===== src/rtl/cpwm_pkg.sv =====
`timescale 1ns/1ps
package cpwm_pkg;

    localparam int CNT_W     = 12;
    localparam int SEL_W     = 3;
    localparam int PRE_CNT_W = (1 << SEL_W) - 1;

    typedef enum logic {
        RAMP_UP   = 1'b0,
        RAMP_DOWN = 1'b1
    } ramp_dir_e;

    typedef struct packed {
        logic [CNT_W-1:0] period;
        logic [CNT_W-1:0] duty;
    } pwm_cfg_t;

    // Low S bits set: tick when the free-running count has them all set.
    function automatic logic [PRE_CNT_W-1:0] presc_mask(input logic [SEL_W-1:0] sel);
        logic [PRE_CNT_W-1:0] m;
        m = '0;
        for (int i = 0; i < PRE_CNT_W; i++) begin
            if (i < int'(sel)) m[i] = 1'b1;
        end
        return m;
    endfunction

    // Asymmetric compare so each ramp contributes exactly D high ticks.
    function automatic logic pwm_level(input ramp_dir_e dir,
                                       input logic [CNT_W-1:0] cnt,
                                       input logic [CNT_W-1:0] duty);
        if (dir == RAMP_UP) return (cnt < duty);
        else                return (cnt <= duty);
    endfunction

endpackage


===== src/rtl/cpwm_prescaler.sv =====
`timescale 1ns/1ps
module cpwm_prescaler
    import cpwm_pkg::*;
(
    input  logic             clk,
    input  logic             rst,
    input  logic [SEL_W-1:0] sel,
    output logic             tick
);

    logic [PRE_CNT_W-1:0] pre_q;
    logic [PRE_CNT_W-1:0] mask;

    always_comb begin
        mask = presc_mask(sel);
        tick = ((pre_q & mask) == mask);
    end

    always_ff @(posedge clk) begin
        if (rst) pre_q <= '0;
        else     pre_q <= pre_q + 1'b1;
    end

endmodule


===== src/rtl/cpwm_cfg_regs.sv =====
`timescale 1ns/1ps
module cpwm_cfg_regs
    import cpwm_pkg::*;
#(
    parameter logic [CNT_W-1:0] DEF_PERIOD = 12'd100,
    parameter logic [CNT_W-1:0] DEF_DUTY   = 12'd50
) (
    input  logic             clk,
    input  logic             rst,
    input  logic             period_we,
    input  logic [CNT_W-1:0] period_wdata,
    input  logic             duty_we,
    input  logic [CNT_W-1:0] duty_wdata,
    input  logic             load_req,
    input  logic             boundary,
    output pwm_cfg_t         act_cfg,
    output logic             pending
);

    localparam pwm_cfg_t DEF_CFG = '{period: DEF_PERIOD, duty: DEF_DUTY};

    pwm_cfg_t shadow_q;
    pwm_cfg_t act_q;
    logic     pend_q;

    always_ff @(posedge clk) begin
        if (rst) begin
            shadow_q <= DEF_CFG;
        end else begin
            if (period_we) shadow_q.period <= period_wdata;
            if (duty_we)   shadow_q.duty   <= duty_wdata;
        end
    end

    always_ff @(posedge clk) begin
        if (rst) begin
            act_q  <= DEF_CFG;
            pend_q <= 1'b0;
        end else begin
            if (boundary && pend_q) act_q <= shadow_q;
            pend_q <= load_req | (pend_q & ~boundary);
        end
    end

    assign act_cfg = act_q;
    assign pending = pend_q;

endmodule


===== src/rtl/cpwm_updown_cnt.sv =====
`timescale 1ns/1ps
module cpwm_updown_cnt
    import cpwm_pkg::*;
(
    input  logic             clk,
    input  logic             rst,
    input  logic             tick,
    input  logic [CNT_W-1:0] period,
    output logic [CNT_W-1:0] cnt,
    output ramp_dir_e        dir,
    output logic             boundary
);

    logic [CNT_W-1:0] cnt_q, cnt_d;
    ramp_dir_e        dir_q, dir_d;

    always_comb begin
        cnt_d    = cnt_q;
        dir_d    = dir_q;
        boundary = 1'b0;
        if (tick) begin
            if (period == '0) begin
                cnt_d    = '0;
                dir_d    = RAMP_UP;
                boundary = 1'b1;
            end else if (dir_q == RAMP_UP) begin
                cnt_d = cnt_q + 1'b1;
                dir_d = (cnt_d >= period) ? RAMP_DOWN : RAMP_UP;
            end else begin
                cnt_d = cnt_q - 1'b1;
                if (cnt_d == '0) begin
                    dir_d    = RAMP_UP;
                    boundary = 1'b1;
                end
            end
        end
    end

    always_ff @(posedge clk) begin
        if (rst) begin
            cnt_q <= '0;
            dir_q <= RAMP_UP;
        end else begin
            cnt_q <= cnt_d;
            dir_q <= dir_d;
        end
    end

    assign cnt = cnt_q;
    assign dir = dir_q;

endmodule


===== src/rtl/cpwm_gen.sv =====
`timescale 1ns/1ps
module cpwm_gen
    import cpwm_pkg::*;
#(
    parameter logic [CNT_W-1:0] DEF_PERIOD = 12'd100,
    parameter logic [CNT_W-1:0] DEF_DUTY   = 12'd50
) (
    input  logic             clk,
    input  logic             rst,
    input  logic [SEL_W-1:0] presc_sel,
    input  logic             period_we,
    input  logic [CNT_W-1:0] period_wdata,
    input  logic             duty_we,
    input  logic [CNT_W-1:0] duty_wdata,
    input  logic             load_req,
    output logic             pwm_out,
    output logic             cycle_start,
    output logic             load_pending
);

    logic             tick;
    logic             boundary;
    pwm_cfg_t         act_cfg;
    logic [CNT_W-1:0] cnt_q;
    ramp_dir_e        dir_q;
    logic             pwm_q;
    logic             flag_q;

    cpwm_prescaler u_presc (
        .clk  (clk),
        .rst  (rst),
        .sel  (presc_sel),
        .tick (tick)
    );

    cpwm_cfg_regs #(
        .DEF_PERIOD (DEF_PERIOD),
        .DEF_DUTY   (DEF_DUTY)
    ) u_cfg (
        .clk          (clk),
        .rst          (rst),
        .period_we    (period_we),
        .period_wdata (period_wdata),
        .duty_we      (duty_we),
        .duty_wdata   (duty_wdata),
        .load_req     (load_req),
        .boundary     (boundary),
        .act_cfg      (act_cfg),
        .pending      (load_pending)
    );

    cpwm_updown_cnt u_cnt (
        .clk      (clk),
        .rst      (rst),
        .tick     (tick),
        .period   (act_cfg.period),
        .cnt      (cnt_q),
        .dir      (dir_q),
        .boundary (boundary)
    );

    always_ff @(posedge clk) begin
        if (rst) begin
            pwm_q  <= 1'b0;
            flag_q <= 1'b0;
        end else begin
            pwm_q  <= pwm_level(dir_q, cnt_q, act_cfg.duty);
            flag_q <= boundary;
        end
    end

    assign pwm_out     = pwm_q;
    assign cycle_start = flag_q;

endmodule


===== config.mk =====
export PLATFORM = sky130hd
export DESIGN_NAME = cpwm_gen
export DESIGN_NICKNAME = d
export VERILOG_FILES = /design/src/rtl/cpwm_pkg.sv /design/src/rtl/cpwm_prescaler.sv /design/src/rtl/cpwm_cfg_regs.sv /design/src/rtl/cpwm_updown_cnt.sv /design/src/rtl/cpwm_gen.sv
export SDC_FILE = /design/constraint.sdc
export NUM_CORES = 1
export LEC_CHECK = 0
export BUFFER_PORTS_ARGS = -buffer_cell sky130_fd_sc_hd__buf_4
export CORE_MARGIN = 2
export CORE_UTILIZATION = 50
export CTS_CLUSTER_DIAMETER = 30
export DETAILED_ROUTE_END_ITERATION = 10
export GPL_TIMING_DRIVEN = 0
export PLACE_DENSITY_LB_ADDON = 0.1
export SLEW_MARGIN = 20
export SYNTH_ARGS = -nofsm -noshare
export SYNTH_HDL_FRONTEND = slang
export SYNTH_SLANG_ARGS = --single-unit

===== constraint.sdc =====
create_clock -name clk -period 3.6 [get_ports clk]
set_clock_uncertainty 0.1 [all_clocks]
set_input_delay 0 -clock clk [delete_from_list [all_inputs] [get_ports clk]]
set_output_delay 0 -clock clk [all_outputs]
set_load 0.005 [all_outputs]

Yosys cells after proc, flatten, opt, wreduce, memory -nomap -nowiden:

Index checks and enable logic that the tools add are counted.

* add/subtract/negate cells: 3
* $lt $le $gt $ge: 10
* equality and inequality tests: 1
* multiplexer cells: 18
* bitwise operators: 4
* reduce and logical (&&, ||, !) cells: 3

Operators by type and width (number)
* $logic_not 12->1: 2
* $mux 12: 2
* $mux 1: 16
* $add 12x1->12 const B: 1
* $ge 12x12->1: 1
* $le 12x12->1: 1
* $lt 12x12->1: 1
* $sub 12x1->12 const B: 1
* $lt 3x3->1 const A: 3
* $add 7x1->7 const B: 1
* $and 7x7->7: 1
* $eq 7x7->1: 1
* $lt 1x3->1 const A: 2
* $lt 2x3->1 const A: 2
* $and 1x1->1: 1
* $logic_and 1x1->1: 1
* $not 1->1: 1
* $or 1x1->1: 1

* bits in registers: 71
* input bits: 32
* output and inout port bits: 3
* logic and storage cells: 49

Logic depth before layout (Yosys ltp):

Gate-level depths: netlist of the first run.

* word-level depth: 9
* mapped depth: 10
* mapped depth without buffers: 9

Cells and area by module:

From an unflattened synthesis of the first run, not the netlist that was laid out.

* cells, all modules: 459
* area, all modules: 4008.8 µm²

By module, submodules not included
* cpwm_cfg_regs: instances 1, cells an instance 186, area an instance 1908.1 µm², sequential area each 980.9 µm²
* cpwm_updown_cnt: instances 1, cells an instance 194, area an instance 1436.4 µm², sequential area each 260.2 µm²
* cpwm_gen: instances 1, cells an instance 45, area an instance 357.8 µm², sequential area each 40.0 µm²
* cpwm_prescaler: instances 1, cells an instance 34, area an instance 306.5 µm², sequential area each 140.1 µm²

Worst setup path after synthesis of the first run:

No wires, ideal clock.

* path type: register to register
* start: reg u_cnt.cnt_q[0] (netlist: u_cnt.cnt[0])
* end: reg u_cnt.dir_q (netlist: u_cnt.dir)
* setup time: 0.135 ns
* arrival: 2.114 ns
* data required time: 3.365 ns
* slack: 1.251 ns
* cell stages (with the launch flop): 10
* path buffers: 0
* period minus slack after synthesis: 2.349 ns
* path through: dfxtp_1 ha_1 and4_2 nand3_1 xnor2_1 ha_1 a21o_1 a211o_1 nor4_1 a2111oi_0

* cells in the longest elaborated chain, start to end: 5
* elaborated cells on any way between the ends: 8
* those cells by class: 2 x add/sub; 1 x order compare; 4 x mux; 1 x reduce/logical

Ends and longest elaborated chain
* start: declaration: line cpwm_updown_cnt.sv:14 `logic [CNT_W-1:0] cnt_q, cnt_d;`
* start signal: assignment: line cpwm_updown_cnt.sv:44 `cnt_q <= cnt_d;`
* $add 12x1->12 or $sub 12x1->12 (tied branches): line cpwm_updown_cnt.sv:27, cpwm_updown_cnt.sv:30
* $ge 12x12->1 or $logic_not 12->1 (tied branches): line cpwm_updown_cnt.sv:28, cpwm_updown_cnt.sv:31
* $mux 1 (on tied branches): line cpwm_updown_cnt.sv:28, cpwm_updown_cnt.sv:31
* $mux 1 (*): line cpwm_updown_cnt.sv:26 `end else if (dir_q == RAMP_UP) begin`
* $mux 1 (*): line cpwm_updown_cnt.sv:22 `if (period == '0) begin`
* end signal: assignment: line cpwm_updown_cnt.sv:45 `dir_q <= dir_d;`
* end: declaration: line cpwm_updown_cnt.sv:15 `ramp_dir_e dir_q, dir_d;`

Mark *: on every way between the ends. The rest lies on a longest branch, timed or not.
A chain may end at the register's enable or synchronous reset.

Worst setup path after layout of the first run:

Ends and elaborated chain as after synthesis.

==> flow_metrics.env, run 1 <==
export IMPL_dieWidth_um=92.7
export IMPL_r2r_start="u_cnt.cnt[0]"
export IMPL_syn_avg_cell_area_um2=8.54
export IMPL_drt_wl_total_um=10100
export IMPL_maxCapViolations=0
export IMPL_fin_crit_sh=0.810
export IMPL_grt_pass1_vias=3481
export IMPL_holdBufCountCts=30
export IMPL_worst_pin_slew_ns=0.852
export IMPL_grt_total_usage=0.250
export IMPL_crit_top_cell="ha_1"
export IMPL_cts_setup_buffers=0
export IMPL_finalSetupTns_ns=0
export IMPL_drtIter0Drc=143
export IMPL_fmax_mhz=343
export IMPL_r2r_setup_slack_ns=0.69
export IMPL_worstPathRequired_ns=3.72
export IMPL_crit_type="reg2reg"
export IMPL_power_leakage_nw=1.99
export IMPL_fin_crit_ns=2.91
export IMPL_synth_edf_count=0
export IMPL_grt_ovfl_total=0
export IMPL_worstHoldStart="presc_sel[0]"
export IMPL_endpoint_kind="register"
export IMPL_setup_violations=0
export IMPL_ys_flop_type="dfxtp_1"
export IMPL_hpwl_um=7530
export IMPL_final_common_cell="dfxtp_1"
export IMPL_cp_start_kind="register"
export IMPL_place_gp_congestion=0.921
export IMPL_cts_tree="yes"
export IMPL_grt_pass1_wl_um=16900
export IMPL_grt_antenna_before_repair=0
export IMPL_drtAntennaViolNets=0
export IMPL_relSlewSlack=0.432
export IMPL_vias=3563
export IMPL_holdPathEnd="u_cnt.dir"
export IMPL_io_pins=35
export IMPL_status="finished, final reports clean"
export IMPL_clkSinkCount=71
export IMPL_h_tree_depth=3
export IMPL_final_cell_mix="71 x dfxtp_1, 35 x nor2_1, 34 x inv_1, 34 x buf_4"
export IMPL_path_clk_slew_ns=0.08
export IMPL_drive_above_1_share=0.133
export IMPL_detail_route_first_pass_iterations=4
export IMPL_area_delta_synth_final_pct=22.1
export IMPL_rsz0062_at_grt="no"
export IMPL_antenna_diode_count=0
export IMPL_insertion_delay_ns=0.35
export IMPL_synthDistinctLibCells=53
export IMPL_ys_ff_latch=71
export IMPL_power_density_nw_per_um2=333
export IMPL_routed_via_density=5.55
export IMPL_wl_per_cell_um=15.8
export IMPL_hold_slack_ns=0.177
export IMPL_finalHoldViolCount=0
export IMPL_cp_arrival_ns=3.03
export IMPL_grt_max_degree=13
export IMPL_ys_warn_count=0
export IMPL_path_cells="ha_1, and4_2, nand3_1, xnor2_1, ha_1, a21o_1, a211o_1, nor4_1, a2111oi_0"
export IMPL_yosysSeqAreaShare=0.362
export IMPL_holdPathStages=5
export IMPL_slowest_delay_ns=0.51
export IMPL_maxSlewViolCount=0
export IMPL_rows=32
export IMPL_netlist_area_um2=3930
export IMPL_die_area_um2=8580
export IMPL_hold_path_class="in2reg"
export IMPL_critPathMaxFanout=8
export IMPL_r2r_end="u_cnt.dir"
export IMPL_cts_buffer_depth=2
export IMPL_core_area_um2=7690
export IMPL_fillers=713
export IMPL_crit_slowest_cell="dfxtp_1"
export IMPL_synth_fp_nets=520
export IMPL_cts_repair_resized=0
export IMPL_cts_buffers=9
export IMPL_root_buffer="clkbuf_8"
export IMPL_drc_errors=0
export IMPL_critPathBufInv=0
export IMPL_syn_inst=460
export IMPL_p_total_mw=1.60
export IMPL_ir_drop_mv=0.236
export IMPL_crit_family="simple AND/OR/NAND/NOR gates"
export IMPL_nNetsFinal=595
export IMPL_chipHeight_um=92.7
export IMPL_initial_utilization=0.511
export IMPL_ys_async_sr_fraction=0
export IMPL_portBuffers=34
export IMPL_ff2ff_path_depth=9
## sequential cells by signal, indices dropped and copies added (netlist names)
register,count
u_cfg.act_cfg,24
u_cfg.shadow_q,24
u_cnt.cnt,12
u_presc.pre_q,7
cycle_start,1
pwm_out,1
u_cfg.pending,1
u_cnt.dir,1
## final cells by class
cell class | instances | area, µm² | area share
Clock buffer | 12 | 155 | 0.0323
Timing Repair Buffer | 64 | 556 | 0.116
Buffer | 34 | 176 | 0.0368
Tap cell | 102 | 128 | 0.0266
Sequential cell | 71 | 1420 | 0.296
Clock inverter | 4 | 28.8 | 0.00600
Multi-Input combinational cell | 321 | 2200 | 0.460
Inverter | 34 | 128 | 0.0266
## worst max path at each step
stage                 startpoint   endpoint  slack, ns  cells past startpoint
global route        u_cnt.cnt[0]  u_cnt.dir       0.56                      9
CTS                 u_cnt.cnt[0]  u_cnt.dir       0.68                      9
finish              u_cnt.cnt[0]  u_cnt.dir       0.69                      9
global placement    u_cnt.cnt[0]  u_cnt.dir       0.76                      9
detailed placement  u_cnt.cnt[0]  u_cnt.dir       0.70                      9
floorplan           u_cnt.cnt[0]  u_cnt.dir       1.25                      9
## Yosys cell counts (all sizes together) (2+ instances only)
library cell  number  share of area
dfxtp             71           0.36
nor2              35          0.033
inv               34          0.032
a21oi             30          0.038
nand4             30          0.048
o21ai             30          0.041
ha                28          0.089
mux2i             25          0.064
nand2             24          0.023
nand3             22          0.028
buf               17          0.028
clkbuf            17          0.017
xnor2             13          0.029
a21o               9          0.018
nor3               7         0.0089
o31ai              7          0.013
xor2               6          0.013
a211oi             5         0.0096
a31oi              5         0.0080
nor4               5          0.012
and3               4         0.0067
and4               4         0.0092
nand4b             4         0.0089
and2               3         0.0048
nand2b             3         0.0048
nor2b              2         0.0032
o211ai             2         0.0051
o32ai              2         0.0045
or3                2         0.0032
## routing by layer
metal | global-route usage | vias to the layer above | wire, µm
met5 | 0 | - | 0
met4 | 0.0858 | 0 | 190
met3 | 0.0578 | 17 | 422
met2 | 0.409 | 69 | 4740
met1 | 0.325 | 1674 | 4760
li1 | - | 1803 | -
## worst min-delay path, cell delays in order
cell,delay (ns)
buf_4,0.10
a221oi_2,0.07
buf_2,0.18
o21ai_0,0.16
a2111oi_0,0.07
## cells by family (layout without fill, tap and decap cells)
group	count (synthesis)	in the layout	synth area share
AO/OA/AOI/OAI	101	101	0.165
XOR/XNOR	19	19	0.0423
adder cells (fa/ha/maj)	28	28	0.0891
buffers and inverters	68	148	0.0774
flip-flops	71	71	0.362
multiplexers	25	25	0.0637
AND/OR/NAND/NOR	148	148	0.201
## power breakdown
| part | internal [mW] | leakage (nW) | switching (mW) |
|---|---|---|---|
| clock network | 0.289 | 0.0890 | 0.313 |
| logic | 0.0868 | 1.32 | 0.0855 |
| registers | 0.807 | 0.579 | 0.0171 |
## through the flow
stage          std cells  instance area (µm²)  utilization  worst slack, ns
2_1_floorplan        460                 3930            -             1.25
3_3_place_gp         596                 4310        0.561            0.755
3_5_place_dp         596                 4310        0.561            0.698
4_1_cts              642                 4800        0.624            0.680
5_1_grt              642                 4800        0.624            0.556
6_report             642                 4800        0.624            0.685
No activity file was read; power rests on OpenSTA's default activity.
==> run 2: changes to the inputs <==
clock period = 2.5 ns   (was 3.6 ns; I/O delays follow)
==> run 2 against run 1 <==
Compared with the run above:
- combinational power increased by 49%
- register-to-register slack worse by 0.60 ns
- die area did not move
- critical endpoint unchanged
- sequential share of layout area decreased by 1.3 points
- power grew 44%
- wire length rose by 4.5%
- critical path depth unchanged
- largest cell class unchanged
==> flow_metrics.env, run 2 (same netlist as run 1, synthesis figures left out) <==
export IMPL_status="finished, final reports clean"
export IMPL_pwr_share_clk=0.376
export IMPL_grt_antenna_before_repair=0
export IMPL_drc_errors=0
export IMPL_final_common_cell="dfxtp_1"
export IMPL_power_density_nw_per_um2=454
export IMPL_finalSetupTns_ns=0
export IMPL_routed_via_density=5.62
export IMPL_chipHeight_um=92.7
export IMPL_worstPathRequired_ns=2.62
export IMPL_antenna_diode_count=0
export IMPL_p_sw_frac=0.261
export IMPL_r2r_setup_slack_ns=0.08
export IMPL_cp_start_kind="register"
export IMPL_crit_type="reg2reg"
export IMPL_die_area_um2=8580
export IMPL_cts_tree="yes"
export IMPL_hpwl_um=7530
export IMPL_clkSinkCount=71
export IMPL_initial_utilization=0.511
export IMPL_finalHoldViolCount=0
export IMPL_final_cell_mix="64 x dfxtp_1, 47 x buf_4, 35 x nor2_1"
export IMPL_drtAntennaViolNets=0
export IMPL_area_delta_synth_final_pct=29.2
export IMPL_drive_above_1_share=0.207
export IMPL_endpoint_kind="register"
export IMPL_place_gp_congestion=0.921
export IMPL_path_clk_slew_ns=0.08
export IMPL_ir_drop_mv=0.342
export IMPL_relSlewSlack=0.449
export IMPL_p_int_mw=1.71
export IMPL_worst_pin_slew_ns=0.827
export IMPL_nNetsFinal=605
export IMPL_p_comb_frac=0.111
export IMPL_drt_wl_total_um=10600
export IMPL_cts_buffer_depth=2
export IMPL_critPathMaxFanout=8
export IMPL_finalWorstSetupSlack_ns=0.0817
export IMPL_insertion_delay_ns=0.35
export IMPL_grt_ovfl_total=0
export IMPL_fmax_mhz=414
export IMPL_core_area_um2=7690
export IMPL_cp_arrival_ns=2.54
export IMPL_grt_pass1_vias=3599
export IMPL_cts_buffers=9
export IMPL_hold_slack_ns=0.177
export IMPL_p_total_mw=2.31
export IMPL_hold_path_class="in2reg"
export IMPL_grt_pass1_wl_um=17600
export IMPL_grt_total_usage=0.261
export IMPL_rows=32
export IMPL_root_buffer="clkbuf_8"
export IMPL_fillers=681
export IMPL_p_seq_frac=0.513
export IMPL_portBuffers=34
export IMPL_fin_crit_ns=2.42
export IMPL_place_worst_setup_slack_ns=-0.402
export IMPL_h_tree_depth=3
export IMPL_power_leakage_nw=2.11
export IMPL_maxSlewViolCount=0
export IMPL_fin_crit_sh=0.967
export IMPL_drtIter0Drc=147
export IMPL_wl_per_cell_um=16.2
export IMPL_maxCapViolations=0
export IMPL_dieWidth_um=92.7
export IMPL_detail_route_first_pass_iterations=4
export IMPL_p_sw_mw=0.602
export IMPL_setup_violations=0
export IMPL_io_pins=35
export IMPL_grt_max_degree=13
export IMPL_vias=3667
run 2: changes by cell type in the layout (fill, tap and decap cells not counted), moves of 4 or more:
cell	delta
buf_4	+13
dfxtp_1	-7
clkbuf_1	-5
dfxtp_2	+4
ha_1	-4
xnor2_1	-4
run 2: per-layer routing:
metal	wire (µm)	GRT usage	up-vias
met5	0	0	-
met2	5160	0.440	99
li1	-	-	1820
met1	4700	0.330	1731
met4	189	0.0882	0
met3	516	0.0586	17
run 2: stage by stage:
| step | utilization | area (µm²) | std cells |
|---|---|---|---|
| 2_1_floorplan | - | 3930 | 460 |
| 4_1_cts | 0.650 | 5000 | 652 |
| 3_3_place_gp | 0.561 | 4310 | 596 |
| 3_5_place_dp | 0.561 | 4310 | 596 |
| 5_1_grt | 0.660 | 5080 | 652 |
| 6_report | 0.660 | 5080 | 652 |
run 2: worst max-delay path: stages, from the launching register on:
cell and delay, ns:
dfxtp_4 0.37, clkbuf_8 0.16, and4_4 0.25, and2_4 0.16, nand3_2 0.11, xnor2_2 0.20, ha_1 0.32, a211o_1 0.34
nor4_4 0.21, a2111oi_2 0.07
run 2: final timing paths:
| check | startpoint | to | depth (start not counted) |
|---|---|---|---|
| setup reg to reg | u_cnt.cnt[6] | u_cnt.dir | 9 |
| hold / removal | presc_sel[0] | u_cfg.act_cfg[12] | 5 |
| setup / recovery | u_cnt.cnt[6] | u_cnt.dir | 9 |
| hold reg to reg | u_cfg.act_cfg[11] | u_cfg.act_cfg[11] | 2 |
run 2: power groups by stage:
stage | clock network (mW) | registers, mW | logic, mW
after floorplan | 0 | 1.20 | 0.125
after global placement | 0 | 1.21 | 0.200
after detailed placement | 0 | 1.21 | 0.206
after CTS | 0.880 | 1.18 | 0.250
after global routing | 0.936 | 1.19 | 0.282
final | 0.867 | 1.18 | 0.256
run 2: repair_timing:
item	CTS	global route
setup endpoints to repair	21	17
pin swaps	11	3
endpoints found under the hold margin	32	0
setup buffers	12	1
resized for setup	33	13
cloned	0	0
hold buffers	30	0
run 2: area by class of cell:
class / count / area (µm²) / area share
Tap cell: 102 / 128 / 0.0251
Multi-Input combinational cell: 321 / 2350 / 0.464
Clock buffer: 12 / 155 / 0.0306
Buffer: 31 / 193 / 0.0379
Timing Repair Buffer: 77 / 653 / 0.129
Sequential cell: 71 / 1440 / 0.283
Clock inverter: 4 / 28.8 / 0.00567
Inverter: 34 / 128 / 0.0251
==> run 3: changes to the inputs <==
CTS_BUF_LIST = sky130_fd_sc_hd__clkbuf_8   (was not set)
==> run 3 against run 2 <==
Compared with the run above:
- register-to-register slack about the same
- critical path type unchanged
- critical endpoint unchanged
- critical path depth increased by 1
- cell count did not move
==> flow_metrics.env, run 3 (same netlist as run 1, synthesis figures left out) <==
export IMPL_status="finished, final reports clean"
export IMPL_grt_pass1_wl_um=17600
export IMPL_relSlewSlack=0.447
export IMPL_worstPathRequired_ns=2.62
export IMPL_nNetsFinal=605
export IMPL_portBuffers=34
export IMPL_grt_total_usage=0.261
export IMPL_initial_utilization=0.511
export IMPL_p_int_mw=1.70
export IMPL_core_area_um2=7690
export IMPL_antenna_diode_count=0
export IMPL_stdcell_count=652
export IMPL_grt_ovfl_total=0
export IMPL_hpwl_um=7530
export IMPL_rows=32
export IMPL_routed_via_density=5.63
export IMPL_fin_crit_ns=2.42
export IMPL_grt_antenna_before_repair=0
export IMPL_vias=3673
export IMPL_worst_pin_slew_ns=0.830
export IMPL_grt_pass1_vias=3599
export IMPL_area_delta_synth_final_pct=29.2
export IMPL_final_common_cell="dfxtp_1"
export IMPL_io_pins=35
export IMPL_h_tree_depth=3
export IMPL_ir_drop_mv=0.341
export IMPL_cp_arrival_ns=2.54
export IMPL_grt_max_degree=13
export IMPL_cts_buffer_depth=2
export IMPL_power_leakage_nw=2.12
export IMPL_root_buffer="clkbuf_8"
export IMPL_cts_tree="yes"
export IMPL_dieWidth_um=92.7
export IMPL_die_area_um2=8580
export IMPL_p_comb_frac=0.111
export IMPL_p_sw_mw=0.601
export IMPL_critPathMaxFanout=5
export IMPL_fin_crit_sh=0.968
export IMPL_fmax_mhz=413
export IMPL_insertion_delay_ns=0.35
export IMPL_drc_errors=0
export IMPL_chipHeight_um=92.7
export IMPL_placedCellCount=596
export IMPL_place_gp_congestion=0.921
export IMPL_power_density_nw_per_um2=453
export IMPL_p_seq_frac=0.514
export IMPL_clkSinkCount=71
export IMPL_drt_wl_total_um=10600
export IMPL_setup_violations=0
export IMPL_maxCapViolations=0
export IMPL_detail_route_first_pass_iterations=4
export IMPL_drive_above_1_share=0.207
export IMPL_final_cell_mix="64 x dfxtp_1, 47 x buf_4, 35 x inv_1, 35 x nor2_1"
export IMPL_finalHoldViolCount=0
export IMPL_p_sw_frac=0.261
export IMPL_cts_buffers=9
export IMPL_drtIter0Drc=150
export IMPL_wl_per_cell_um=16.2
export IMPL_maxSlewViolCount=0
export IMPL_hold_path_class="in2reg"
export IMPL_endpoint_kind="register"
export IMPL_p_total_mw=2.30
export IMPL_cp_start_kind="register"
export IMPL_crit_type="reg2reg"
export IMPL_pwr_share_clk=0.374
export IMPL_utilization=0.660
export IMPL_drtAntennaViolNets=0
export IMPL_path_clk_slew_ns=0.08
-- run 3: critical path, cell delays in order, from the launching register on --
cell and delay [ns]:
dfxtp_2 0.34, buf_6 0.11, and3_4 0.18, and3_4 0.17
and2_4 0.14, nand3_2 0.11, xnor2_2 0.20, ha_1 0.32
a211o_1 0.34, nor4_4 0.21, a2111oi_2 0.07
-- run 3: through the flow --
stage	setup TNS (ns)	area, µm²	hold slack [ns]	setup slack (ns)
4_1_cts	0	5000	0.167	0.0108
3_5_place_dp	-2.20	4310	0.119	-0.402
5_1_grt	-0.120	5080	0.225	-0.0293
3_3_place_gp	-1.12	4310	0.115	-0.345
2_1_floorplan	0	3930	0.0284	0.151
6_report	0	5080	0.177	0.0790
-- run 3: per-layer routing --
layer,GRT usage,routed length (µm),vias up
li1,-,-,1816
met1,0.330,4650,1736
met2,0.440,5150,102
met3,0.0586,536,19
met4,0.0882,214,0
met5,0,0,-
-- run 3: final timing paths --
| kind | from | to | slack [ns] | depth (start not counted) |
|---|---|---|---|---|
| setup reg to reg | u_cnt.cnt[2] | u_cnt.dir | 0.08 | 10 |
| hold / removal | presc_sel[0] | u_cfg.act_cfg[12] | 0.18 | 5 |
| setup / recovery | u_cnt.cnt[2] | u_cnt.dir | 0.08 | 10 |
| hold reg to reg | u_cfg.act_cfg[11] | u_cfg.act_cfg[11] | 0.38 | 2 |
-- run 3: layout make-up --
cell class                      instances  area, µm²
Tap cell                              102        128
Buffer                                 31        193
Clock inverter                          5       32.5
Fill cell                             681       2610
Clock buffer                           11        151
Inverter                               34        128
Multi-Input combinational cell        321       2350
Timing Repair Buffer                   77        653
Sequential cell                        71       1440
-- run 3: power by group through the flow --
| stage | clock, mW | sequential [mW] | combinational [mW] |
|---|---|---|---|
| after floorplan | 0 | 1.20 | 0.125 |
| after global placement | 0 | 1.21 | 0.200 |
| after detailed placement | 0 | 1.21 | 0.206 |
| after CTS | 0.877 | 1.18 | 0.250 |
| after global routing | 0.933 | 1.19 | 0.282 |
| final | 0.862 | 1.18 | 0.256 |
-- run 3: repair_timing --
action                                  in CTS  in global routing
resized for setup                           33                 13
pin swaps                                   11                  3
hold buffers                                30                  0
endpoints found under the hold margin       32                  0
endpoints found under the setup margin      21                 17
cloned                                       0                  0
buffers inserted                            12                  1
